**src/rtl/roe_pkg.sv**
```systemverilog
package roe_pkg;
    typedef enum logic [2:0] {
        ST_IDLE,
        ST_SEND,
        ST_WAIT,
        ST_RESEND,
        ST_ADVANCE,
        ST_RESTART
    } roe_state_e;
endpackage

```
**src/rtl/roe_timer.sv**
```systemverilog
module roe_timer #(
    parameter int TMO_CYC = 1024
) (
    input  logic clk,
    input  logic rst_n,
    input  logic load,
    input  logic run,
    output logic expired
);
    localparam int CNT_W = (TMO_CYC > 2) ? $clog2(TMO_CYC) : 1;
    localparam logic [CNT_W-1:0] LOAD_VAL = CNT_W'(TMO_CYC - 1);

    logic [CNT_W-1:0] cnt;

    always_ff @(posedge clk) begin
        if (!rst_n)
            cnt <= '0;
        else if (load)
            cnt <= LOAD_VAL;
        else if (run && cnt != '0)
            cnt <= cnt - 1'b1;
    end

    assign expired = run && (cnt == '0);

    // a fresh load never expires in the following cycle
    p_no_early_expire_r5: assert property (@(posedge clk) disable iff (!rst_n)
        load |=> !expired);
endmodule

```
**src/rtl/roe_status.sv**
```systemverilog
module roe_status (
    input  logic clk,
    input  logic rst_n,
    input  logic roe_en,
    input  logic ack_vld,
    input  logic nack_vld,
    input  logic hp_ovf_evt,
    input  logic hp_empty,
    output logic msg_err,
    output logic hp_ovf_flag
);
    always_ff @(posedge clk) begin
        if (!rst_n) begin
            msg_err     <= 1'b0;
            hp_ovf_flag <= 1'b0;
        end else begin
            msg_err <= !roe_en && (ack_vld || nack_vld);
            if (hp_ovf_evt)
                hp_ovf_flag <= 1'b1;
            else if (!roe_en || hp_empty)
                hp_ovf_flag <= 1'b0;
        end
    end

    p_msg_err_r9: assert property (@(posedge clk) disable iff (!rst_n)
        msg_err |-> !$past(roe_en));

    p_ovf_hold_r10: assert property (@(posedge clk) disable iff (!rst_n)
        (roe_en && hp_ovf_flag && !hp_empty) |=> hp_ovf_flag);
endmodule

```
**src/rtl/roe_tx_ctrl.sv**
```systemverilog
module roe_tx_ctrl
    import roe_pkg::*;
#(
    parameter int SEQ_W   = 4,
    parameter int MAX_TX  = 4,
    parameter int TMO_CYC = 1024
) (
    input  logic             clk,
    input  logic             rst_n,
    input  logic             roe_en,
    input  logic             seg_ready,
    input  logic             ack_vld,
    input  logic             nack_vld,
    input  logic [SEQ_W-1:0] msg_seq,
    input  logic             hp_ovf_evt,
    input  logic             hp_empty,
    output logic             send_go,
    output logic             resend_go,
    output logic             advance,
    output logic [SEQ_W-1:0] tx_seq,
    output logic             tmo_stat,
    output logic             link_restart,
    output logic             limit_err,
    output logic             msg_err,
    output logic             hp_ovf_flag
);
    localparam int ATT_W = $clog2(MAX_TX + 1);
    localparam logic [ATT_W-1:0] ATT_MAX = ATT_W'(MAX_TX);

    roe_state_e        state, nxt;
    logic [ATT_W-1:0]  tx_cnt;
    logic [SEQ_W-1:0]  cur_seq;
    logic              tmo_cause;
    logic              expired;
    logic              ack_hit, nack_hit, at_limit;

    assign ack_hit  = roe_en && ack_vld  && (msg_seq == cur_seq);
    assign nack_hit = roe_en && nack_vld && (msg_seq == cur_seq);
    assign at_limit = (tx_cnt >= ATT_MAX);

    roe_timer #(.TMO_CYC(TMO_CYC)) u_timer (
        .clk     (clk),
        .rst_n   (rst_n),
        .load    (send_go || resend_go),
        .run     (state == ST_WAIT),
        .expired (expired)
    );

    roe_status u_status (
        .clk         (clk),
        .rst_n       (rst_n),
        .roe_en      (roe_en),
        .ack_vld     (ack_vld),
        .nack_vld    (nack_vld),
        .hp_ovf_evt  (hp_ovf_evt),
        .hp_empty    (hp_empty),
        .msg_err     (msg_err),
        .hp_ovf_flag (hp_ovf_flag)
    );

    always_comb begin
        nxt = state;
        unique case (state)
            ST_IDLE:    if (roe_en && seg_ready) nxt = ST_SEND;
            ST_SEND:    nxt = ST_WAIT;
            ST_WAIT: begin
                if (ack_hit)
                    nxt = ST_ADVANCE;
                else if (nack_hit || expired)
                    nxt = at_limit ? ST_RESTART : ST_RESEND;
            end
            ST_RESEND:  nxt = ST_WAIT;
            ST_ADVANCE: nxt = ST_IDLE;
            ST_RESTART: nxt = ST_IDLE;
            default:    nxt = ST_IDLE;
        endcase
    end

    always_ff @(posedge clk) begin
        if (!rst_n)
            state <= ST_IDLE;
        else
            state <= nxt;
    end

    always_ff @(posedge clk) begin
        if (!rst_n) begin
            tx_cnt    <= '0;
            cur_seq   <= '0;
            tmo_cause <= 1'b0;
        end else begin
            tmo_cause <= (state == ST_WAIT) && !ack_hit && !nack_hit && expired;
            unique case (state)
                ST_SEND:    tx_cnt <= ATT_W'(1);
                ST_RESEND:  tx_cnt <= tx_cnt + 1'b1;
                ST_ADVANCE: begin
                    tx_cnt  <= '0;
                    cur_seq <= cur_seq + 1'b1;
                end
                ST_RESTART: tx_cnt <= '0;
                default:    ;
            endcase
        end
    end

    always_comb begin
        send_go      = 1'b0;
        resend_go    = 1'b0;
        advance      = 1'b0;
        link_restart = 1'b0;
        limit_err    = 1'b0;
        tmo_stat     = 1'b0;
        unique case (state)
            ST_SEND:    send_go = 1'b1;
            ST_RESEND: begin
                resend_go = 1'b1;
                tmo_stat  = tmo_cause;
            end
            ST_ADVANCE: advance = 1'b1;
            ST_RESTART: begin
                link_restart = 1'b1;
                limit_err    = 1'b1;
            end
            default:    ;
        endcase
    end

    assign tx_seq = cur_seq;

    p_one_cmd_r11: assert property (@(posedge clk) disable iff (!rst_n)
        $onehot0({send_go, resend_go, advance, link_restart}));

    p_resend_from_wait_r4: assert property (@(posedge clk) disable iff (!rst_n)
        resend_go |-> $past(state) == ST_WAIT);

    p_restart_at_limit_r7: assert property (@(posedge clk) disable iff (!rst_n)
        link_restart |-> tx_cnt == ATT_MAX);

    p_adv_step_r3: assert property (@(posedge clk) disable iff (!rst_n)
        advance |=> tx_seq == $past(tx_seq) + 1'b1);

    p_send_only_idle_r2: assert property (@(posedge clk) disable iff (!rst_n)
        send_go |-> $past(state) == ST_IDLE && $past(roe_en));
endmodule

```
**config.mk**
```make
export PLATFORM = sky130hd
export DESIGN_NAME = roe_tx_ctrl
export DESIGN_NICKNAME = d
export VERILOG_FILES = /design/src/rtl/roe_pkg.sv /design/src/rtl/roe_timer.sv /design/src/rtl/roe_status.sv /design/src/rtl/roe_tx_ctrl.sv
export SDC_FILE = /design/constraint.sdc
export NUM_CORES = 1
export LEC_CHECK = 0
export CELL_PAD_IN_SITES_DETAIL_PLACEMENT = 1
export CELL_PAD_IN_SITES_GLOBAL_PLACEMENT = 2
export CORE_MARGIN = 8
export CORE_UTILIZATION = 30
export DETAILED_ROUTE_END_ITERATION = 8
export HOLD_SLACK_MARGIN = 0.05
export PLACE_DENSITY = 0.9
export SLEW_MARGIN = 40
export SYNTH_ARGS = -nofsm -noshare
export SYNTH_HDL_FRONTEND = slang
export SYNTH_SLANG_ARGS = --single-unit
```
**constraint.sdc**
```tcl
create_clock -name clk -period 2 [get_ports clk]
set_clock_uncertainty 0.05 [all_clocks]
set_input_delay 0.4 -clock clk [delete_from_list [all_inputs] [get_ports clk]]
set_output_delay 0.4 -clock clk [all_outputs]
set_load 0.01 [all_outputs]
```
==> metrics, run 1 <==
status=finished, final reports clean; Yosys warnings=0; commonest cells after routing, fill and taps aside=dfxtp_1 (22), clkdlybuf4s50_1 (17), nor2_1 (15); CTS buffer count=3; router iterations before antenna repair=4; commonest non-fill, non-tap cell in the layout=dfxtp_1; Filler cells=481; Die Span Y=around 79 um; sequential element share of the synthesized area=0.387; core outline area=slightly below 4000 um2; post-DR wirelength/cell=between 10 and 15 um; Via density=a little over 5; setup TNS=0 ps; clk buf depth=2; area of the multi-input gates=~670 um2; CTS tree=yes; leak pwr=0.000601 uW; I/O Pins=24; Max Transition Viols Final=0; pin count of the biggest net entering global routing=17; utilization after layout=0.399; Rows=23; mapped cell area=about 1200 um2; crit start category=register; CP Max Fanout=13; Detailed Place HPWL=2500 um; Worst Hold Depth=1; vias in the first global route=approximately 1.3k; post-route ant nets=0; EDFF count, synth=0; antenna violations before repair=0; Hold Vio Cnt, Final=0; Cell Pwr Density=between 1000 and 1500 nW/um2; Synth Area per Inst=approximately 9 um2; die area=6240 um2; RSZ-0062 raised after global routing=no; R2R depth=5; Tcrit/Tclk final=0.923; Synth Instances=roughly 140; initial core utilization=0.304; first-pass GRT wire length=roughly 5600 um; Tightest Pin Transition=approximately 550 ps; crit path time final=~1800 ps; # placed instances=between 200 and 250; post-place setup slack=~20 ps; number of DRC markers in iteration 0=64; global-route usage over all layers=0.110; fraction of layout cells with a size suffix above 1=0.115; Clock Latency Late Sink=about 270 ps; Synth async-reset ratio=0; worst hold slack=between 400 and 500 ps; Die Wd=approximately 80 um; vias=between 1k and 1.5k; # clock sinks=23; setup slack after layout=154 ps; total congestion overflow=0; P&R area growth vs syn=31.1%; WP data required=about 2200 ps; FMAX=542 MHz; worst min path class=reg -> reg; Primary FF master, synth=dfxtp_1; final WL=between 3000 and 4000 um; number of synthesized register bits=23; port buffer count=23; Reg clk slew, reported paths=about 80 ps; Rel. slew slack=0.630; Final setup viols=0; drt drc=0; Non-Filler Instances=215; CP Capture Type=register; CP arrival=2000 ps; ant diodes=0; CTS Root Cell=clkbuf_8; Max-Cap Viols=0; crit path kind=reg -> reg; Reg area=about 460 um2; VDD IR max=around 420 uV; Nets=around 180; RePlAce Congestion=0.754; unique cell type count in the Yosys netlist=33; synthesized net count=151; CTS H-tree lvls=1
area by class of cell:
type / instances / area share
Multi-Input combinational cell: 98 / 0.427
Inverter: 8 / 0.0192
Sequential cell: 23 / 0.296
Clock inverter: 1 / 0.00321
Timing Repair Buffer: 32 / 0.188
Tap cell: 50 / 0.0401
Clock buffer: 3 / 0.0265
Yosys cell counts, types with 2 or more instances:
cell      count  share of area
nor2b_1       4          0.021
a31oi_1       2          0.011
dfxtp_1      23           0.39
xor2_1        6          0.044
and2_1        2          0.011
nor2_1       16          0.050
nand4b_1      4          0.029
a21oi_1      11          0.046
nand4_1       3          0.016
nand2_1       7          0.022
clkbuf_1      3         0.0095
a211oi_1      4          0.025
buf_6         2          0.019
o31ai_1       2          0.013
inv_1         8          0.025
nand3_1       3          0.013
xnor2_1       6          0.044
nand2b_1      3          0.016
nor3_1        9          0.038
ha_1          4          0.042
cells by family after synthesis:
kind of cell	share of synthesized area
AOI/OAI and AO/OA	0.156
adders and majority gates	0.0421
muxes	0.00841
buffers and inverters	0.0599
and+or+nand+nor	0.259
xor gates and xnor gates	0.0883
DFF	0.387
report_power, final:
group / total (uW) / internal, uW / switching (uW)
registers: 719 / 574 / 145
clock network: 298 / 139 / 158
logic: 761 / 359 / 402
total: 1780 / 1070 / 705
per-layer routing:
layer	wire (um)	up-vias	GRT usage
met1	1430	529	0.116
met5	0	-	0
met2	1620	17	0.205
li1	-	539	-
met3	122	4	0.0226
met4	55	0	0.0463
final timing paths:
kind         startpoint        endpoint  slack [ps]
max            state[1]  u_timer.cnt[7]         150
min           tx_cnt[0]       tx_cnt[0]         440
max reg2reg    state[1]  u_timer.cnt[7]         150
min reg2reg   tx_cnt[0]       tx_cnt[0]         440
timing repair:
| action | CTS | global route |
|---|---|---|
| hold buffers | 0 | 0 |
| pin swaps | 0 | 0 |
| cloned | 0 | 0 |
| buffers inserted | 0 | 0 |
| gates resized for setup | 8 | 1 |
| endpoints found under the setup margin | 5 | 1 |
per-stage QoR:
stage          instance area (um2)  power, uW
2_1_floorplan                 1190       1220
3_3_place_gp                  1510       1440
3_5_place_dp                  1510       1490
4_1_cts                       1560       1790
5_1_grt                       1560       1900
6_report                      1560       1780
critical path, cell delays in order, from the launching register on:
cell and delay [ps]:
dfxtp_1 470, or3b_4 440, a31oi_4 340, nand4b_1 170, xor2_1 170, a21oi_1 130
state kept, by name (all words and copies together) (netlist names):
register              cells
state                     3
tmo_cause                 1
tx_cnt                    3
tx_seq                    4
u_status.hp_ovf_flag      1
u_status.msg_err          1
u_timer.cnt              10
Power figures use the tool's default switching activity.
==> inputs of run 2 (changes only) <==
CORE_UTILIZATION = 32   (was 30)
PLACE_DENSITY = 0.85   (was 0.9)
SYNTH_HIERARCHICAL = 1   (was unset)
==> metrics, run 2 <==
post-DR wirelength/cell=16.2 um (+7.9%); crit path kind=reg -> reg; setup slack after layout=70.8 ps (-83.7 ps); post-place setup slack=-36.7 ps (-56.2 ps); CTS buffer count=3 (unchanged); Post-Layout Inst Area=1810 um2 (+16%); crit path time final=1930 ps (+83.7 ps); Cell Pwr Density=1210 nW/um2 (+5.8%); Rows=23 (unchanged); global-route usage over all layers=0.112 (+0.00227); commonest non-fill, non-tap cell in the layout=dfxtp_1; final WL=3660 um (+13%); Total Power=2180 uW (+23%); Synth area leader=dfxtp_1; placed cell area=1730 um2 (+15%); first-pass GRT wire length=5970 um (+6.0%); utilization after layout=0.446 (+0.0469); RSZ-0062 raised after global routing=no; family with the most delay on the worst path=simple AND/OR/NAND/NOR gates; Detailed Place HPWL=2790 um (+12%); CP max stage delay=510 ps (+40 ps); WP data required=2110 ps (-40 ps); mapped cell area=1370 um2 (+15%); P&R area growth vs syn=32.0%; ant diodes=0 (unchanged); RePlAce Congestion=0.786 (+4.4%); Tightest Pin Transition=398 ps (-156 ps); Max Transition Viols Final=0 (unchanged); slowest CP cell=or4b_4; port buffer count=23 (unchanged); CP Capture Type=register; met2 usage=0.200 (-0.00574); max reg flops=10 (unchanged); Synth async-reset ratio=0 (unchanged); fraction of layout cells with a size suffix above 1=0.239 (+0.123); vias in the first global route=1305 (+3.7%); vias=1188 (+9.1%); pin count of the biggest net entering global routing=15 (-2); post-route ant nets=0 (unchanged); Tcrit/Tclk final=0.965 (+0.0419); drt drc=0 (unchanged); Post-CTS Hold Buffers=0 (unchanged); CTS Root Cell=clkbuf_8; Reg clk slew, reported paths=90 ps (about the same); Die Span Y=81.4 um (+3.1%); router iterations before antenna repair=4 (unchanged); die area=6630 um2 (+6.3%); Clock Latency Late Sink=260 ps (about the same); worst min path class=reg -> reg; Hold Vio Cnt, Final=0 (unchanged); top cells by count, synth=dfxtp_1 (23), and2_1 (7), nand2_1 (7), xnor2_1 (7), o21a_1 (6); core outline area=4060 um2 (+3.7%); synth top area cells=dfxtp_1 (34%), xnor2_1 (4.5%), ha_1 (3.7%), o21a_1 (3.3%), and2_1 (3.2%); Final setup viols=0 (unchanged); Synth Area per Inst=9.65 um2 (+9.5%); Die Wd=81.4 um (+3.1%); Primary FF master, synth=dfxtp_1; Max-Cap Viols=0 (unchanged); clk buf depth=2 (unchanged); met1 usage=0.121 (+0.00426); met3 usage=0.0404 (+0.0178); crit start category=register; CTS tree=yes; worst hold slack=449 ps (+5.47 ps); crit-path cells=nor3b_4 > or4b_4 > o41a_2 > o31a_1; Rel. slew slack=0.732 (+0.102); FMAX=518 MHz (-4.3%); I/O Pins=24 (unchanged); Synth Instances=142 (+5.2%); number of DRC markers in iteration 0=73 (+14%); unique cell type count in the Yosys netlist=51 (+55%); Largest Register=u_timer/cnt; VDD IR max=533 uV (+28%); Nets=193 (+6.0%); number of synthesized register bits=23 (unchanged); CP Max Fanout=9 (-4); CP arrival=2040 ps (+40 ps); status=finished, final reports clean; EDFF count, synth=0 (unchanged); CTS H-tree lvls=1 (unchanged); # clock sinks=23 (unchanged); initial core utilization=0.338 (+0.0336); Via density=5.26 (+3.8%); synthesized net count=158 (+4.6%); global route hottest layer=met2; sequential element share of the synthesized area=0.336 (-0.0509); Yosys warnings=6 (+6); antenna violations before repair=0 (unchanged); leak pwr=0.000741 uW (+23%); commonest cells after routing, fill and taps aside=dfxtp_1 (20), clkdlybuf4s50_1 (17), buf_4 (15); total congestion overflow=0 (unchanged); top-count cell post-synth=dfxtp_1; worst path bufs/invs=0 (unchanged); post-synth top area share=0.336 (-0.0509)
run 2: repair_timing:
action / CTS / global route
setup endpoints to repair: 12 / 11
buffers inserted: 0 / 0
resized for setup: 9 / 6
run 2: cells by family after synthesis:
kind of cell	after synthesis	share of synthesized area
AOI/OAI and AO/OA	33	0.200
adders and majority gates	4	0.0365
xor gates and xnor gates	10	0.0639
and+or+nand+nor	57	0.288
muxes	2	0.0146
buffers and inverters	13	0.0612
DFF	23	0.336
run 2: per-layer routing:
layer / up-vias / wire (um)
li1: 585 / -
met1: 569 / 1580
met2: 30 / 1790
met3: 4 / 247
met4: 0 / 36
met5: - / 0
run 2: path summary, 6_finish.rpt:
kind                                      startpoint                   end  slack, ps  cells after the start
worst min-delay path            u_status/hp_ovf_flag  u_status/hp_ovf_flag        450                      2
worst max register to register              state[2]        u_timer/cnt[5]         70                      4
worst min register to register  u_status/hp_ovf_flag  u_status/hp_ovf_flag        450                      2
worst max-delay path                        state[2]        u_timer/cnt[5]         70                      4
run 2: metrics by stage:
step	TNS, ps	instances
5_1_grt	0	226
6_report	0	226
3_5_place_dp	-99.6	222
3_3_place_gp	0	222
2_1_floorplan	-11.8	142
4_1_cts	0	226
run 2: power by group:
group / switching (uW) / internal, uW / total, uW
Combinational: 591 / 586 / 1180
Clock: 158 / 142 / 300
Sequential: 122 / 581 / 702
Total: 871 / 1310 / 2180
run 2: cell type report:
class,instances,area [um2]
Fill cell,468,2250
Multi-Input combinational cell,106,872
Sequential cell,23,467
Inverter,5,18.8
Tap cell,50,62.6
Timing Repair Buffer,38,343
Clock buffer,4,45.0
run 2: worst min-delay path, delay by kind of cell (launching register included):
family | cells | cell delay [ps]
flops | 1 | 330
simple gates | 2 | 130
==> inputs of run 3 (changes only) <==
CORE_MARGIN = 2   (was 8)
==> metrics, run 3 (synthesis gave the netlist of run 2 again) <==
P&R area growth vs syn=32.2%; CTS tree=yes; I/O Pins=24 (unchanged); Rows=23 (unchanged); CP max stage delay=510 ps (about the same); Detailed Place HPWL=2600 um (-7.0%); Worst Hold Depth=2 (unchanged); RePlAce Congestion=0.863 (+9.8%); slowest CP cell=or4b_4; CP arrival=2070 ps (+30 ps); max reg flops=10 (unchanged); global-route usage over all layers=0.146 (+0.0334); Cell Pwr Density=1170 nW/um2 (-2.9%); R2R depth=4 (unchanged); Post-CTS Hold Buffers=0 (unchanged); crit start category=register; worst path bufs/invs=0 (unchanged); first-pass GRT wire length=5720 um (-4.2%); commonest non-fill, non-tap cell in the layout=dfxtp_1; Filler cells=458 (-2.1%); fraction of layout cells with a size suffix above 1=0.250 (+0.0114); commonest cells after routing, fill and taps aside=dfxtp_1 (20), clkdlybuf4s50_1 (17), buf_4 (15); clk buf depth=2 (unchanged); drt drc=0 (unchanged); crit path time final=1960 ps (+29.1 ps); Die Span Y=69.4 um (-15%); Tcrit/Tclk final=0.979 (+0.0146); core outline area=4060 um2 (unchanged); crit-path cells=nor3b_4 > or4b_4 > o41a_2 > o31a_1; WP data required=2110 ps (about the same); Tightest Pin Transition=457 ps (+59.2 ps); number of DRC markers in iteration 0=20 (-73%); sink of the worst hold path=u_status/hp_ovf_flag; Post-Layout Inst Area=1810 um2 (+0.21%); antenna violations before repair=0 (unchanged); Max Transition Viols Final=0 (unchanged); Die Wd=69.4 um (-15%); router iterations before antenna repair=4 (unchanged); ant diodes=0 (unchanged); CP Max Fanout=9 (unchanged); Via density=5.26 (unchanged); post-place setup slack=-11.9 ps (+24.8 ps); Reg clk slew, reported paths=90 ps (about the same); Clock Latency Late Sink=270 ps (about the same); Worst Setup SP=state[2]; Final setup viols=0 (unchanged); R2R Setup Slk=40 ps (-30 ps); Max-Cap Viols=0 (unchanged); setup slack after layout=41.7 ps (-29.1 ps); leak pwr=0.000757 uW (+2.1%); CP Capture Type=register; CTS Root Cell=clkbuf_8; CTS H-tree lvls=1 (unchanged); port buffer count=23 (unchanged); reg-to-reg critical path startpoint=state[2]; placed cell area=1730 um2 (unchanged); post-DR wirelength/cell=14.8 um (-8.6%); RSZ-0062 raised after global routing=no; CTS buffer count=3 (unchanged); die area=4820 um2 (-27%); worst min path class=reg -> reg; pin count of the biggest net entering global routing=14 (-1); final WL=3340 um (-8.6%); crit path kind=reg -> reg; Hold Vio Cnt, Final=0 (unchanged); hold path start=u_status/hp_ovf_flag; Nets=193 (unchanged); post-route ant nets=0 (unchanged); status=finished, final reports clean; initial core utilization=0.338 (unchanged); Largest Register=u_timer/cnt; family with the most delay on the worst path=simple AND/OR/NAND/NOR gates; total congestion overflow=0 (unchanged); vias=1188 (unchanged); vias in the first global route=1218 (-6.7%); # clock sinks=23 (unchanged); VDD IR max=346 uV (-35%); FMAX=511 MHz (-1.5%); r2r endpoint=u_timer/cnt[5]; Rel. slew slack=0.694 (-0.0381)
## run 3: cell count changes in the layout (fill, tap and decap cells not counted), sizes merged
cell | before | now
clkbuf | 4 | 3
clkinv | 0 | 1
dlygate4sd2 | 4 | 3
dlymetal6s2s | 2 | 3
## run 3: worst max path at each step
stage / cells after the start / to / slack, ps
after CTS: 3 / tmo_stat / 1
after global routing: 4 / u_timer/cnt[5] / 10
after global placement: 5 / state[0] / 70
final: 4 / u_timer/cnt[5] / 40
after detailed placement: 5 / u_timer/cnt[5] / -10
after floorplan: 5 / u_timer/cnt[5] / -10
## run 3: metal layers
metal | GRT usage | part of all wire | up-vias
met1 | 0.180 | 0.46 | 567
met5 | 0 | 0 | -
met2 | 0.241 | 0.48 | 28
met4 | 0.0566 | 0.018 | 0
met3 | 0.0392 | 0.039 | 7
li1 | - | - | 586
## run 3: final cells by class
| cell class | instances | area [um2] | share of cell area |
|---|---|---|---|
| Tap cell | 50 | 62.6 | 0.0345 |
| Inverter | 5 | 18.8 | 0.0104 |
| Clock inverter | 1 | 5.00 | 0.00276 |
| Timing Repair Buffer | 38 | 347 | 0.191 |
| Clock buffer | 3 | 41.3 | 0.0228 |
| Sequential cell | 23 | 469 | 0.259 |
| Multi-Input combinational cell | 106 | 868 | 0.479 |
## run 3: metrics by stage
| step | power (uW) | utilization | setup TNS (ps) | hold slack (ps) | instances |
|---|---|---|---|---|---|
| floorplan | 1490 | - | -11.8 | 420 | 142 |
| global placement | 1720 | 0.426 | 0 | 421 | 222 |
| detailed placement | 1770 | 0.426 | -37.3 | 435 | 222 |
| CTS | 2110 | 0.441 | 0 | 446 | 226 |
| global route | 2280 | 0.447 | 0 | 459 | 226 |
| finish | 2120 | 0.447 | 0 | 441 | 226 |
## run 3: repair_timing
item	CTS	global route
endpoints found under the setup margin	13	15
setup buffers	0	0
resized for setup	9	7
cloned	0	0
## run 3: tightest hold or removal path: stages (launching register included)
cell and delay (ps):
dfxtp_1 320, nand4b_1 90, nand2_1 50
## run 3: where the power goes
group	switching (uW)	leakage, uW	internal [uW]
combinational	533	0.000541	576
clock	160	0.0000255	139
sequential	129	0.000190	583
